$ cat config.mk
export PLATFORM = sky130hd
export DESIGN_NAME = tw_eeprom_lsb
export DESIGN_NICKNAME = d
export VERILOG_FILES = /design/src/rtl/tw_eeprom_lsb.sv
export SDC_FILE = /design/constraint.sdc
export NUM_CORES = 1
export LEC_CHECK = 0
export ABC_CLOCK_PERIOD_IN_PS = 3250
export CAP_MARGIN = 20
export CORE_MARGIN = 5
export CORE_UTILIZATION = 60
export CTS_BUF_LIST = sky130_fd_sc_hd__clkbuf_8
export DETAILED_ROUTE_END_ITERATION = 7
export DONT_BUFFER_PORTS = 1
export PLACE_DENSITY = 0.76
export SYNTH_ARGS = -nofsm -noshare
export SYNTH_HDL_FRONTEND = slang
export SYNTH_SLANG_ARGS = --single-unit
export TNS_END_PERCENT = 100
$ cat constraint.sdc
create_clock -name clk -period 3.25 [get_ports clk]
set_input_delay 0.325 -clock clk [delete_from_list [all_inputs] [get_ports clk]]
set_output_delay 0.325 -clock clk [all_outputs]
set_load 0.02 [all_outputs]
$ cat src/rtl/tw_eeprom_lsb.sv
module tw_eeprom_lsb #(
  parameter int DATA_W = 8
) (
  input  logic clk,
  input  logic rst_n,
  input  logic scl_in,
  input  logic sda_in,
  output logic sda_oe,
  output logic sda_out
);
  localparam int ADDR_W = DATA_W - 1;
  localparam int DEPTH  = 1 << ADDR_W;
  localparam int IDX_W  = $clog2(DATA_W);
  localparam int CNT_W  = IDX_W + 1;

  typedef enum logic [2:0] {S_IDLE, S_ADDR, S_ACK, S_READ, S_WRITE, S_AWAIT} state_t;

  logic [1:0] scl_sync, sda_sync;
  logic scl_s, sda_s, scl_p, sda_p;
  state_t st, nxt;
  logic [CNT_W-1:0] cnt;
  logic [ADDR_W-1:0] addr;
  logic [DATA_W-1:0] dat;
  logic rel;
  logic [DATA_W-1:0] mem [DEPTH];

  always_ff @(posedge clk or negedge rst_n) begin
    if (!rst_n) begin
      scl_sync <= '0;
      sda_sync <= '0;
      scl_p    <= 1'b0;
      sda_p    <= 1'b0;
    end else begin
      scl_sync <= {scl_sync[0], scl_in};
      sda_sync <= {sda_sync[0], sda_in};
      scl_p    <= scl_s;
      sda_p    <= sda_s;
    end
  end

  assign scl_s = scl_sync[1];
  assign sda_s = sda_sync[1];

  logic start_c, stop_c, rise_c, fall_c, full, in_idle, wr_en;
  logic [IDX_W-1:0] idx;

  assign start_c = scl_p & sda_p & ~sda_s;
  assign stop_c  = scl_p & ~sda_p & sda_s;
  assign rise_c  = ~scl_p & scl_s & ~start_c & ~stop_c;
  assign fall_c  = scl_p & ~scl_s & ~start_c & ~stop_c;
  assign full    = cnt >= CNT_W'(DATA_W);
  assign idx     = cnt[IDX_W-1:0];
  assign in_idle = (st == S_IDLE);
  assign wr_en   = fall_c && st == S_WRITE && full;

  always_ff @(posedge clk or negedge rst_n) begin
    if (!rst_n) begin
      st   <= S_IDLE;
      nxt  <= S_IDLE;
      cnt  <= '0;
      addr <= '0;
      dat  <= '0;
      rel  <= 1'b1;
    end else if (start_c) begin
      st   <= S_ADDR;
      cnt  <= '0;
      addr <= '0;
      rel  <= 1'b1;
    end else if (stop_c) begin
      st   <= S_IDLE;
      rel  <= 1'b1;
    end else if (rise_c) begin
      case (st)
        S_ADDR: begin
          if (cnt < CNT_W'(ADDR_W)) addr[idx] <= sda_s;
          else if (sda_s) begin
            nxt <= S_READ;
            dat <= mem[addr];
          end else nxt <= S_WRITE;
          cnt <= cnt + CNT_W'(1);
        end
        S_ACK: rel <= 1'b0;
        S_READ: begin
          if (!full) rel <= dat[idx];
          cnt <= cnt + CNT_W'(1);
        end
        S_WRITE: begin
          if (!full) dat[idx] <= sda_s;
          cnt <= cnt + CNT_W'(1);
        end
        S_AWAIT: if (!sda_s) nxt <= S_IDLE;
        default: ;
      endcase
    end else if (fall_c) begin
      case (st)
        S_ADDR: if (full) begin
          st  <= S_ACK;
          rel <= 1'b1;
        end
        S_ACK: begin
          st  <= nxt;
          cnt <= '0;
          rel <= 1'b1;
        end
        S_READ: if (full) begin
          st   <= S_AWAIT;
          addr <= addr + ADDR_W'(1);
        end
        S_WRITE: if (full) begin
          st   <= S_ACK;
          nxt  <= S_IDLE;
          addr <= addr + ADDR_W'(1);
        end
        default: ;
      endcase
    end
  end

  always_ff @(posedge clk) begin
    if (wr_en) mem[addr] <= dat;
  end

  assign sda_out = rel;
  assign sda_oe  = ~rel;
endmodule

=== Yosys cells after proc, flatten, opt, wreduce, memory -nomap -nowiden ===
Memory sizes are Yosys's and may differ from the RTL's.
Index checks and enable logic that the tools add are counted.
W data, S select, Z words.

* Output and inout port bits: 2
* Register bits after elaboration: 32
* RAM bits: 1,024
* Memories kept: 1
* Input port bits: 4

* Reduce and logical (&&, ||, !) cells: 24
* Bitwise operators: 17
* Magnitude comparators: 4
* Equality and inequality tests: 21
* $add $sub $neg: 2
* Multiplexer cells: 49

{| class="wikitable"
|+ Memory list
! name !! words !! bits a word !! rd ports !! clocked after memory_dff !! wr ports !! RTL line !! source
|-
| mem || 128 || 8 || 1 || 0 || 1 || 25 || <nowiki>logic [DATA_W-1:0] mem [DEPTH];</nowiki>
|}

{| class="wikitable"
|+ Operators with widths
! cell !! number
|-
| $mux W7 || 8
|-
| $mux W3 || 13
|-
| $mux W4 || 6
|-
| $mux W8 || 3
|-
| $pmux W8 S2 || 1
|-
| $reduce_bool A3 Y1 || 5
|-
| $ne A3 B3 Y1 const B || 4
|-
| $and A1 B1 Y1 || 10
|-
| $mux W1 || 10
|-
| $ne A5 B5 Y1 const B || 2
|-
| $reduce_and A5 Y1 || 2
|-
| $reduce_bool A5 Y1 || 2
|-
| $pmux W3 S3 || 1
|-
| $bwmux W8 || 1
|-
| $ne A2 B2 Y1 const B || 4
|-
| $reduce_and A8 Y1 || 1
|-
| $reduce_bool A2 Y1 || 4
|-
| $add A7 B1 Y7 const B || 1
|-
| $bwmux W7 || 1
|-
| $not A1 Y1 || 7
|-
| $reduce_and A7 Y1 || 1
|-
| $eq A3 B2 Y1 const B || 2
|-
| $eq A3 B3 Y1 const B || 2
|-
| $ne A3 B2 Y1 const B || 2
|-
| other kinds (20) || 24
|}

=== Longest topological paths before layout ===
Gate-level depths: netlist (run 1).

* Depth after elaboration: 10
* Depth in mapped cells: 12
* Depth with buffers taken out: 8

=== Least setup slack after synthesis (run 1) ===
OpenSTA, ideal clock, no wires.

* Path kind: reg-to-reg
* Start: register addr[2]
* End: memory mem[100][0] (enable)
* Library setup time: 371 ps
* Stages on the path, launching flop included: 10
* Setup slack: 666 ps
* Arrival: 2,213 ps
* Cell sequence: dfrtp_1 > buf_4 > buf_6 > buf_4 > buf_2 > buf_2 > buf_2 > nand3_1 > buf_2 > nor2_1

{| class="wikitable"
|+ RTL lines
! element !! RTL line !! source
|-
| start: declaration || 22 || <nowiki>logic [ADDR_W-1:0] addr;</nowiki>
|-
| start signal: indexed assignment || 75 || <nowiki>if (cnt < CNT_W'(ADDR_W)) addr[idx] <= sda_s;</nowiki>
|-
| start signal: assignment || 107 || <nowiki>addr <= addr + ADDR_W'(1);</nowiki>
|-
| start signal: assignment || 112 || <nowiki>addr <= addr + ADDR_W'(1);</nowiki>
|-
| end: declaration || 25 ||
|}

Straight into the memory's write port.

=== Worst setup path after layout (run 1) ===
* Start: register addr[1]
* End: register dat[1]

* Cells in the longest elaborated chain, start to end: 4

{| class="wikitable"
|+ RTL lines
! element !! RTL line !! source
|-
| $mem_v2 Z128 W8 || -- ||
|-
| $mux W8 || 76 || <nowiki>else if (sda_s) begin</nowiki>
|-
| $mux W8 || 75 ||
|-
| $pmux W8 S2 || 73 || <nowiki>case (st)</nowiki>
|-
| end signal: assignment || 78 || <nowiki>dat <= mem[addr];</nowiki>
|-
| end signal: indexed assignment || 88 || <nowiki>if (!full) dat[idx] <= sda_s;</nowiki>
|-
| end: declaration || 23 || <nowiki>logic [DATA_W-1:0] dat;</nowiki>
|}

Every way passes these cells. The select of a mux whose other input is x is not followed.
A chain may end at the register's enable or synchronous reset.

==> metrics.txt, run 1 <==
status finished with violations; violated checks DRC; Synth-to-Final Area Change 14.3%; HP Class input pin to flip-flop; EDFF count, synth between 1000 and 1500; initial antenna violation count 4; unrepaired setup endpoints after global routing no; R2R cell count 6; Ports 6; vias in the first global route 26270; Die Ht ~270 um; most frequent cells in the layout 1024 x edfxtp_1, 281 x buf_4, 201 x nor2_1, 164 x clkbuf_8, 118 x a221oi_1; slew of the pin with the lowest slew margin between 900 and 1000 ps; synthesized area 42100 um^2; flops & latches, synth between 1000 and 1500; worst vdd ir about 470 uV; top cell type's share of synthesized area ~73%; Crit Path Max Fanout 26; Async SR Flop Fraction approximately 2.9%; Post-Syn Instances between 2000 and 2500; Synth Flop Type edfxtp_1; end of the worst register-to-register path dat[1]; Avg Synthesized Cell Area 17.1 um^2; crit-path cells buf_4 > mux4_2 > mux2i_1 > o221ai_1 > nor4_1 > a31oi_1; slowest CP cell dfrtp_4; DR iter-0 viols around 4400; Setup TNS Final 0 ps; Overflow after GRT 0; CP top delay family multiplexers; Vias per Instance 6.90; dominant cell type by area after synthesis edfxtp_1; internal power 23.7 mW; port bufs 0; GP Congestion between 0.9 and 1; Max-Cap Viols 0; Num CTS Buffers 163; first-pass GRT wire length between 150000 and 200000 um; largest net degree at the start of global routing 83; core region area roughly 70000 um^2; NumNets Final roughly 2800; Cell Rows between 90 and 100; R2R setup slack roughly 29 ps; commonest non-fill, non-tap cell in the layout edfxtp_1; r2r startpoint addr[1]; crit share post-route 99.1%; hold depth 1; top cells by area, synth edfxtp_1 73%, mux4_2 4.6%, a221oi_1 2.5%; routed via count around 27000; Cell Pwr Density about 740 nW/um^2; post-route ant nets 0; fin util between 60 and 70%; Switching Fraction 33.7%; clock buffer depth 3; Slew HR 36.4%; Largest stage delay, worst path 740 ps; LEAKAGE approximately 14 nW; CTS root buf clkbuf_8; register area share after synthesis around three quarters; H-tree levels 4; Startpoint Class flip-flop; Net Switching ~12 mW; multi-input logic area 9610 um^2; hold path start scl_in; Critical Path RT 3930 ps; Global Route Usage Sum ~32%; WP buf/inv 1; Final HPWL DP around 77000 um; Die Wd about 270 um; final hold vios 0; clock share of power between 20% and 30%; Comb pwr share approximately 29%; final setup skew 69.8 ps; WHS Endpoint scl_sync[0]; initial cell density of the core between 60% and 70%; clock sinks approximately 1100; WL per Instance around 32 um; CP Data Arrival Time about 4000 ps; Worst-path clk slew approximately 60 ps; fin. max-slew vios 0; Yosys warnings 0; final wirelength 121000 um; DRT Pass-1 Iters 8; Cell variety after synth between 70 and 80; total die area around 76000 um^2; share of post-route cells with drive strength above 1 23.9%; Reg power frac around two fifths; register area roughly 32000 um^2; Syn Nets roughly 2500; FILL cells 4385; Setup violations, final 0; crit path kind flip-flop to flip-flop; crit end category flip-flop; CTS tree done; worst skew pair latency roughly 860 ps; Total Power roughly 36 mW; Final min period 3220 ps; DR DRC count 20; highest clock rate 0.310 GHz
## sequential cells by signal, summed over array words and instances, names as in the netlist, 2 cells and up
signal	count
addr	7
cnt	4
dat	8
mem	1024
nxt	2
scl_sync	2
sda_sync	2
st	3
## cells by family after synthesis
| group | after synthesis | share of synthesized area (%) |
|---|---|---|
| buffers and inverters | 194 | 2.37 |
| flip-flops | 1055 | 74.9 |
| XOR/XNOR | 4 | 0.0833 |
| AO/OA/AOI/OAI | 534 | 9.36 |
| multiplexers | 247 | 8.65 |
| adder cells (fa/ha/maj) | 4 | 0.113 |
| AND/OR/NAND/NOR | 427 | 4.51 |
## cell type report
type                            count  share of cell area (%)
Sequential cell                  1055                    65.7
Antenna cell                        3                  0.0156
Multi-Input combinational cell   1216                    20.0
Tap cell                          940                    2.45
Clock buffer                      164                    4.69
Inverter                           15                   0.117
Timing Repair Buffer              310                    5.49
Clock inverter                    136                    1.61
## worst max path at each step
stage / startpoint / to / slack, ps / cells after the start
global route: addr[0] / dat[5] / 20 / 10
global placement: addr[2] / dat[0] / 160 / 9
floorplan: addr[2] / mem[100][0] / 670 / 9
finish: addr[1] / dat[1] / 30 / 6
detailed placement: addr[2] / dat[0] / 100 / 9
CTS: addr[2] / dat[0] / 60 / 9
## power by group through the flow
stage	registers, mW	clock network [mW]	logic [mW]
after floorplan	15.1	0	6.09
after global placement	15.2	0	9.78
after detailed placement	15.2	0	9.91
after CTS	15.0	10.4	9.99
after global routing	15.0	11.1	10.6
final	15.0	10.3	10.4
## routing by layer
layer  GRT usage (%)  share of wire, %  vias to the layer above
met5               0                 0                        -
met4            15.0               5.4                        0
met3            10.8                14                      425
met2            48.9                45                     2163
met1            43.6                35                    13249
li1                -                 -                    10670
## Yosys cell counts, types with 6 or more instances
cell,n
o2bb2ai_1,6
a221oi_1,118
nor4_1,8
and2_1,9
a222oi_1,7
a21oi_1,80
o22ai_1,30
mux2_1,10
o221ai_1,15
clkbuf_1,60
a31oi_1,19
mux2_2,62
nor3_1,16
edfxtp_1,1024
dfrtp_1,30
buf_1,8
nand2_1,100
buf_6,11
buf_4,25
o211ai_1,9
inv_1,13
or3_1,8
nor2_1,203
buf_2,75
mux4_2,86
o22a_1,12
o21ai_0,73
a221o_1,29
a22o_1,23
a22oi_1,51
nor2b_1,14
a211oi_1,9
mux2i_1,89
nand3_1,37
## what timing repair did
item / in CTS / in global routing
buffers inserted: 0 / 3
hold endpoints to repair: 33 / 0
setup endpoints to repair: 0 / 2
hold buffers: 7 / 0
gates resized for setup: 0 / 0
## per-stage QoR
stage          instances  hold WS (ps)  area (um^2)  setup slack, ps
2_1_floorplan       2465          29.4        42100              666
3_3_place_gp        3526          30.5        44900              160
3_5_place_dp        3526          30.5        44900             96.1
4_1_cts             3833          5.27        48100             64.5
5_1_grt             3838          27.3        48100             16.8
6_report            3839          39.9        48100             28.7
No activity file was read; power rests on OpenSTA's default activity.
==> inputs of run 2 (changes only) <==
==> constraint.sdc (replaced) <==
create_clock -name clk -period 3.25 [get_ports clk]
set_input_delay 0 -clock clk [delete_from_list [all_inputs] [get_ports clk]]
set_output_delay 0 -clock clk [all_outputs]
set_load 0.02 [all_outputs]
==> metrics.txt, run 2 (synthesized netlist as in run 1, its figures left out) <==
Placement Cell Area 44900 um^2; slew of the pin with the lowest slew margin approximately 940 ps; WP buf/inv 1; share of post-route cells with drive strength above 1 between 20% and 30%; post-route ant nets 0; Global Route Usage Sum 32.4%; number of gates resized after cts 0; Max-Cap Viols 0; commonest non-fill, non-tap cell in the layout edfxtp_1; first-pass GRT wire length between 150000 and 200000 um; r2r startpoint addr[2]; HP Class input pin to async pin; Setup TNS Final 0 ps; status finished with violations; max reg flops 1024; clock share of power 28.9%; core region area 69800 um^2; Cell Rows 97; largest net degree at the start of global routing 83; Setup violations, final 0; Cell Pwr Density 743 nW/um^2; crit-path cells buf_12 > nor2b_2 > a221oi_1 > o22ai_1 > a221o_1 > a31oi_1 > or3_1 > a31oi_1; design area 48100 um^2; Comb pwr share approximately 30%; DR DRC count 21; initial antenna violation count 4; unrepaired setup endpoints after global routing no; Ports 6; Top reg by flops mem; Critical path origin addr[2]; Die Wd ~270 um; final wirelength about 120000 um; highest clock rate between 0.3 and 0.4 GHz; Critical Path RT 4020 ps; routed via count ~26000; Slew HR a little under two fifths; CTS root buf clkbuf_8; slowest CP cell nor2b_2; violated checks DRC; R2R setup slack around 48 ps; Vias per Instance between 6 and 7; Final min period 3200 ps; port bufs 0; most frequent cells in the layout 1024 x edfxtp_1, 281 x buf_4, 201 x nor2_1, 164 x clkbuf_8, 118 x a221oi_1; CTS tree done; Synth-to-Final Area Change 14.3%; CP Data Arrival Time slightly below 4000 ps; crit share post-route just under 100%; worst skew pair latency 860 ps; CP top delay family simple AND/OR/NAND/NOR gates; Crit Path Max Fanout 28; Startpoint Class flip-flop; final setup skew 62.9 ps; crit end category flip-flop; Net Switching 12.0 mW; Num CTS Buffers around 160; clock sinks 1055; Die Ht about 270 um; crit path kind flip-flop to flip-flop; fin. max-slew vios 0; most frequent CP cell a31oi_1; total die area 75500 um^2; worst vdd ir between 400 and 500 uV; LEAKAGE about 14 nW; Largest regs mem (1024), dat (8), addr (7); DR iter-0 viols 4332; initial cell density of the core roughly three fifths; vias in the first global route between 20000 and 30000; H-tree levels 4; internal power ~24 mW; Reg power frac between 40% and 50%; DRT Pass-1 Iters 8; Overflow after GRT 0; Switching Fraction between 30 and 40%; WL per Instance 31.6 um; Final HPWL DP about 77000 um; final hold vios 0; GP Congestion 0.981; Largest stage delay, worst path 790 ps; Total Power 35.7 mW; NumNets Final 2769; Worst-path clk slew ~60 ps; clock buffer depth 3
==> run 2: cell count changes in the layout (fill, tap and decap cells not counted) <==
cell and delta:
dlygate4sd3_1 +1
==> run 2: repair_timing <==
item | in CTS | in global routing
hold buffers | 8 | 0
setup endpoints to repair | 0 | 2
buffers inserted | 0 | 3
hold endpoints to repair | 33 | 0
==> run 2: worst register-to-register path: stages, from the launching register on <==
cell,delay [ps]
dfrtp_4,530
buf_12,250
nor2b_2,800
a221oi_1,180
o22ai_1,440
a221o_1,290
a31oi_1,70
or3_1,420
a31oi_1,160
==> run 2: metal layers <==
metal  GRT usage, %  routed length [um]  vias to the layer above
met5              0                   0                        -
met4           15.0                6680                        0
met3           10.8               17700                      433
met2           48.9               54900                     2218
met1           43.5               42100                    13175
li1               -                   -                    10658
==> run 2: metrics by stage <==
stage / instances / utilization (%) / hold slack [ps] / setup WS, ps
final: 3840 / 68.9 / 222 / 48.3
after CTS: 3834 / 68.9 / 163 / 64.5
after global placement: 3526 / 64.4 / -295 / 160
after global routing: 3839 / 68.9 / 223 / 16.8
after detailed placement: 3526 / 64.4 / -294 / 96.1
after floorplan: 2465 / - / -296 / 666
==> run 2: power groups by stage <==
stage               clock (mW)  sequential, mW  combinational, mW
global route              11.1            15.0               10.6
global placement             0            15.2               9.78
detailed placement           0            15.2               9.91
CTS                       10.4            15.0               9.99
finish                    10.3            15.0               10.4
floorplan                    0            15.1               6.09
==> run 2: area by class of cell <==
class | count | area, um^2
multi-input cells | 1216 | 9610
inverters | 15 | 56.3
diodes | 3 | 7.51
repair buffers | 311 | 2650
clock inverters | 136 | 773
fillers | 4384 | 21700
clock buffers | 164 | 2260
flip-flops and latches | 1055 | 31600
well taps | 940 | 1180
==> run 2: worst paths after layout <==
path / end / cells after the start
min reg2reg: scl_sync[1] / 0
max: dat[6] / 8
min in group clk: sda_sync[0] / 2
min: st[0] / 4
max in group asynchronous: sda_out / 4
max reg2reg: dat[6] / 8
